**src/rtl/raster_pkg.sv**
```systemverilog
package raster_pkg;
  typedef struct packed {
    logic hblank;
    logic vblank;
    logic disp_en;
    logic snd_slot;
    logic hsync;
    logic vsync;
  } raster_flags_t;
endpackage

```
**src/rtl/raster_hcount.sv**
```systemverilog
module raster_hcount #(
  parameter int HW     = 6,
  parameter int H_LAST = 43
) (
  input  logic          clk,
  input  logic          rst,
  input  logic          adv,
  output logic [HW-1:0] h_q,
  output logic [HW-1:0] h_d,
  output logic          wrap
);
  localparam logic [HW-1:0] LAST_C = HW'(H_LAST);

  always_comb begin
    wrap = adv && (h_q == LAST_C);
    if (rst)       h_d = '0;
    else if (wrap) h_d = '0;
    else if (adv)  h_d = h_q + 1'b1;
    else           h_d = h_q;
  end

  always_ff @(posedge clk) h_q <= h_d;
endmodule

```
**src/rtl/raster_vcount.sv**
```systemverilog
module raster_vcount #(
  parameter int VW      = 9,
  parameter int V_FIRST = 128,
  parameter int V_LAST  = 497
) (
  input  logic          clk,
  input  logic          rst,
  input  logic          adv,
  output logic [VW-1:0] v_q,
  output logic [VW-1:0] v_d
);
  localparam logic [VW-1:0] FIRST_C = VW'(V_FIRST);
  localparam logic [VW-1:0] LAST_C  = VW'(V_LAST);

  always_comb begin
    if (rst)                      v_d = FIRST_C;
    else if (adv && v_q == LAST_C) v_d = FIRST_C;
    else if (adv)                 v_d = v_q + 1'b1;
    else                          v_d = v_q;
  end

  always_ff @(posedge clk) v_q <= v_d;
endmodule

```
**src/rtl/raster_decode.sv**
```systemverilog
module raster_decode
  import raster_pkg::*;
#(
  parameter int HW          = 6,
  parameter int VW          = 9,
  parameter int H_ACTIVE    = 32,
  parameter int H_LAST      = 43,
  parameter int HSYNC_FIRST = 34,
  parameter int HSYNC_LAST  = 39,
  parameter int V_FIRST     = 128,
  parameter int V_RETRACE   = 28,
  parameter int VSYNC_LINES = 3
) (
  input  logic [HW-1:0] h,
  input  logic [VW-1:0] v,
  output raster_flags_t flags
);
  localparam logic [HW-1:0] H_ACT_END_C = HW'(H_ACTIVE);
  localparam logic [HW-1:0] H_LAST_C    = HW'(H_LAST);
  localparam logic [HW-1:0] HS_FIRST_C  = HW'(HSYNC_FIRST);
  localparam logic [HW-1:0] HS_LAST_C   = HW'(HSYNC_LAST);
  localparam logic [VW-1:0] V_ACT_C     = VW'(V_FIRST + V_RETRACE);
  localparam logic [VW-1:0] VS_END_C    = VW'(V_FIRST + VSYNC_LINES);

  always_comb begin
    flags.hblank   = (h >= H_ACT_END_C);
    flags.vblank   = (v < V_ACT_C);
    flags.disp_en  = !flags.hblank && !flags.vblank;
    flags.snd_slot = (h == H_LAST_C);
    flags.hsync    = (h >= HS_FIRST_C) && (h <= HS_LAST_C);
    flags.vsync    = (v < VS_END_C);
  end
endmodule

```
**src/rtl/raster_scan_counter.sv**
```systemverilog
module raster_scan_counter
  import raster_pkg::*;
#(
  parameter int H_ACTIVE    = 32,
  parameter int H_RETRACE   = 11,
  parameter int HSYNC_FIRST = 34,
  parameter int HSYNC_LAST  = 39,
  parameter int VW          = 9,
  parameter int V_FIRST     = 128,
  parameter int V_RETRACE   = 28,
  parameter int V_LAST      = 497,
  parameter int VSYNC_LINES = 3,
  localparam int H_TOTAL    = H_ACTIVE + H_RETRACE + 1,
  localparam int HW         = $clog2(H_TOTAL)
) (
  input  logic          clk,
  input  logic          rst,
  input  logic          strobe,
  output logic [HW-1:0] h_slot,
  output logic [VW-1:0] v_line,
  output logic          hblank,
  output logic          vblank,
  output logic          disp_en,
  output logic          snd_slot,
  output logic          hsync,
  output logic          vsync
);
  localparam int H_LAST = H_TOTAL - 1;

  logic [HW-1:0] h_d;
  logic [VW-1:0] v_d;
  logic          h_wrap;
  raster_flags_t flags_d, flags_q;

  raster_hcount #(.HW(HW), .H_LAST(H_LAST)) u_h (
    .clk(clk), .rst(rst), .adv(strobe),
    .h_q(h_slot), .h_d(h_d), .wrap(h_wrap)
  );

  raster_vcount #(.VW(VW), .V_FIRST(V_FIRST), .V_LAST(V_LAST)) u_v (
    .clk(clk), .rst(rst), .adv(h_wrap),
    .v_q(v_line), .v_d(v_d)
  );

  raster_decode #(
    .HW(HW), .VW(VW), .H_ACTIVE(H_ACTIVE), .H_LAST(H_LAST),
    .HSYNC_FIRST(HSYNC_FIRST), .HSYNC_LAST(HSYNC_LAST),
    .V_FIRST(V_FIRST), .V_RETRACE(V_RETRACE), .VSYNC_LINES(VSYNC_LINES)
  ) u_dec (
    .h(h_d), .v(v_d), .flags(flags_d)
  );

  // Flags are decoded from the next counter values, so they line up with the counters.
  always_ff @(posedge clk) flags_q <= flags_d;

  assign hblank   = flags_q.hblank;
  assign vblank   = flags_q.vblank;
  assign disp_en  = flags_q.disp_en;
  assign snd_slot = flags_q.snd_slot;
  assign hsync    = flags_q.hsync;
  assign vsync    = flags_q.vsync;
endmodule

```
**config.mk**
```make
export PLATFORM = sky130hd
export DESIGN_NAME = raster_scan_counter
export DESIGN_NICKNAME = d
export VERILOG_FILES = /design/src/rtl/raster_pkg.sv /design/src/rtl/raster_hcount.sv /design/src/rtl/raster_vcount.sv /design/src/rtl/raster_decode.sv /design/src/rtl/raster_scan_counter.sv
export SDC_FILE = /design/constraint.sdc
export NUM_CORES = 1
export LEC_CHECK = 0
export ABC_CLOCK_PERIOD_IN_PS = 2800
export CAP_MARGIN = 20
export CORE_UTILIZATION = 50
export CTS_BUF_LIST = sky130_fd_sc_hd__clkbuf_8
export CTS_CLUSTER_DIAMETER = 80
export DETAILED_ROUTE_END_ITERATION = 16
export PLACE_DENSITY = 0.81
export REMOVE_ABC_BUFFERS = 1
export SYNTH_ARGS = -nofsm -noshare
export SYNTH_HDL_FRONTEND = slang
export SYNTH_HIERARCHICAL = 1
export SYNTH_SLANG_ARGS = --single-unit
```
**constraint.sdc**
```tcl
create_clock -name clk -period 2.8 [get_ports clk]
set_clock_uncertainty 0.1 [all_clocks]
set_input_delay 0.42 -clock clk [delete_from_list [all_inputs] [get_ports clk]]
set_output_delay 0.42 -clock clk [all_outputs]
set_load 0.01 [all_outputs]
```
==> results.yml, run 1 <==
status:
  status: "finished clean"
sta:
  min_period_over_period_pct: 93.2
  slew_headroom_pct: 73.6
  fmax_ghz: 0.383
  maxSlewViolCount: 0
  final-hold-violation-count: 0
  holdWs_ns: 0.476
  rsz0062_at_grt: "no"
  setup_viol: 0
  worstMarginPinSlew_ns: 0.394
  fin_ws_ns: 0.191
  layout_min_cycle_time_ns: 2.61
synthesis:
  synth-compound-area-share_pct: 13.8
  syn_avg_cell_area_um2: 9.81
  synth-simple-area-share_pct: 27.3
  synth_edf_count: 0
  ys_ff_latch: 21
  netlist_area_um2: 971
  ys_warn_count: 6
  synth_top_family_by_area: "simple AND/OR/NAND/NOR gates"
  async_flop_share_pct: 0
  ys_seq_area_share_pct: 43.3
  synth_flop_cell: "dfxtp_1"
  syn_inst: 99
  yosys.area_share.adder_pct: 3.87
  synthDistinctLibCells: 36
  muxShareOfSynthArea_pct: 1.03
  synth_xor_area_share_pct: 7.22
critical_path:
  worst_r2r_startpoint: "u_h/h_q[2]"
  required_ns: 2.85
  critPathMaxFanout: 7
  endpoint_kind: "flip-flop"
  arrival_ns: 2.66
  critPathKind: "reg -> reg"
  r2r_end: "disp_en"
  cp-start-kind: "flip-flop"
  reg2reg_depth: 8
  r2r_setup_slack_ns: 0.19
die:
  core_area_mm2: 0.00176
  die_area_mm2: 0.00212
  io_pins: 24
  rows: 15
  initial_core_util_pct: 55.0
  die_height_um: 46.1
  dieWidth_um: 46.1
routing:
  drc: 0
  drt_first_pass_iters: 4
  drt_wl_total_um: 2240
  viasPerCell: 5.61
  vias: 859
  antenna_left: 0
  drt_iter0_drc: 26
  wire_per_inst_um: 14.6
layout:
  multiInputGateArea_um2: 517
  diodes: 0
  drive_gt1_share_pct: 12.5
  fin_util_pct: 73.5
  final_area_mm2: 0.00130
  nFillCells: 131
  ff_latch_area_um2: 420
  area_growth_pct: 33.6
  nNetsFinal: 135
power:
  power.static_leakage_nw: 0.497
  p_clk_share_pct: 34.4
  netSwitchingFraction_pct: 22.3
  fin_total_pwr_mw: 0.560
  combPwrFrac_pct: 9.4
  internal_power_mw: 0.435
  netSwitchingPower_mw: 0.125
  seqPwrFrac_pct: 56.2
  ir_drop_v: 0.000390
  power_density_mw_per_mm2: 432
grt:
  grt_usage_pct: 23.3
  grt_max_degree: 13
  grt_pass1_wl_um: 3480
  grt-ovfl-total: 0
  grt_antenna_before_repair: 0
  grt_pass1_vias: 779
worst_hold_path:
  whs_path_depth: 2
  min_to: "u_v/v_q[5]"
  hp-start: "u_v/v_q[5]"
  min_path_type: "reg -> reg"
job:
  max_cap_violations: 0
clocking:
  clock_sinks: 21
  insertion_delay_ns: 0.25
  cts_tree: "yes"
  cts.hold.buffers_added: 0
  cts_buffer_depth: 2
  root_buffer: "clkbuf_8"
  post_cts_buffers: 0
  cts.repair.resized: 0
  cts_buffers: 3
  clkSlewWorstSetupHoldPaths_ns: 0.07
  cts_htree_levels: 1
placement:
  pre_cts_ws_ns: -0.0213
  dp_hpwl_um: 1680
  placed_area_mm2: 0.00125
  gp_congestion: 0.845
  io_buffers: 23
-- worst max-delay path by stage --
stage,slack [ns],to,cells after the start,from
after floorplan,0.12,vsync,7,u_h/h_q[5]
final,0.19,disp_en,8,u_h/h_q[2]
after global routing,0.06,vsync,7,u_h/h_q[5]
after CTS,0.24,disp_en,8,u_h/h_q[2]
after global placement,0.03,vsync,8,strobe
after detailed placement,-0.02,disp_en,9,strobe
-- cell usage in the layout, fill, tap and decap left out, drive strengths merged, types with 4 or more instances in the layout --
master / instances
nor2: 13
xor2: 5
clkdlybuf4s50: 23
nand2: 10
inv: 4
nand4: 4
dfxtp: 21
buf: 5
-- synthesized netlist by cell type (all sizes together) (2+ instances only) --
library cell	instances	area, um^2
nand2	10	37.5
a21oi	3	15.0
xnor2	3	26.3
or3	3	18.8
ha	3	37.5
dfxtp	21	420
buf	2	15.0
and4	3	27.5
nor2	13	48.8
o21ai	2	10.0
nand4	4	46.3
nor3	2	10.0
inv	4	15.0
xor2	5	43.8
or4	2	15.0
nand3	2	10.0
-- registers in the layout, indices dropped and copies added (netlist names) --
name	cells
vblank	1
u_h/h_q	6
u_v/v_q	9
disp_en	1
hblank	1
snd_slot	1
hsync	1
vsync	1
-- per-stage QoR --
step | setup TNS, ns | instances
finish | 0 | 153
global placement | 0 | 149
global route | 0 | 153
detailed placement | -0.0255 | 149
floorplan | 0 | 96
CTS | 0 | 153
-- power groups by stage --
stage	sequential, mW	combinational (mW)	clock (mW)
6_report	0.315	0.0525	0.193
5_1_grt	0.316	0.0564	0.211
4_1_cts	0.315	0.0525	0.197
3_5_place_dp	0.322	0.0521	0
3_3_place_gp	0.321	0.0515	0
2_1_floorplan	0.324	0.0204	0
-- kinds of logic (layout without fill, tap and decap cells) --
kind of cell | after synthesis | after routing
compound gates | 16 | 16
flops | 21 | 21
xor+xnor | 8 | 8
fa+ha+maj | 3 | 3
buf+inv | 7 | 36
simple gates | 43 | 43
mux | 1 | 1
-- layer usage --
metal	vias to the layer above	share of wire (%)	track usage, %
li1	414	-	-
met3	2	6.0	7.45
met5	-	0	0
met4	0	0.45	7.06
met1	414	47	32.8
met2	29	46	33.8
-- area by class of cell --
cell class	count	share of cell area (%)
repair buffers	28	20.6
inverters	4	1.16
clock buffers	3	3.18
clock inverters	1	0.386
multi-input cells	71	39.8
flip-flops and latches	21	32.4
well taps	25	2.41
-- worst max-delay path, stage by stage, from the launching register on --
cell	delay [ns]
dfxtp_1	0.37
or3b_1	0.41
nor2_1	0.24
buf_4	0.22
nand4_4	0.13
o31ai_1	0.34
nand3_1	0.18
and4_1	0.20
o31a_2	0.32
Note: power is estimated with default switching activity, not from simulation.
==> inputs of run 2 (changes only) <==
--- a/config.mk
+++ b/config.mk
@@ -17,3 +17,4 @@
 export SYNTH_HDL_FRONTEND = slang
 export SYNTH_HIERARCHICAL = 1
 export SYNTH_SLANG_ARGS = --single-unit
+export TNS_END_PERCENT = 5
==> results of run 2 <==
The final DEF is identical to that of run 1; final timing and power are the same.
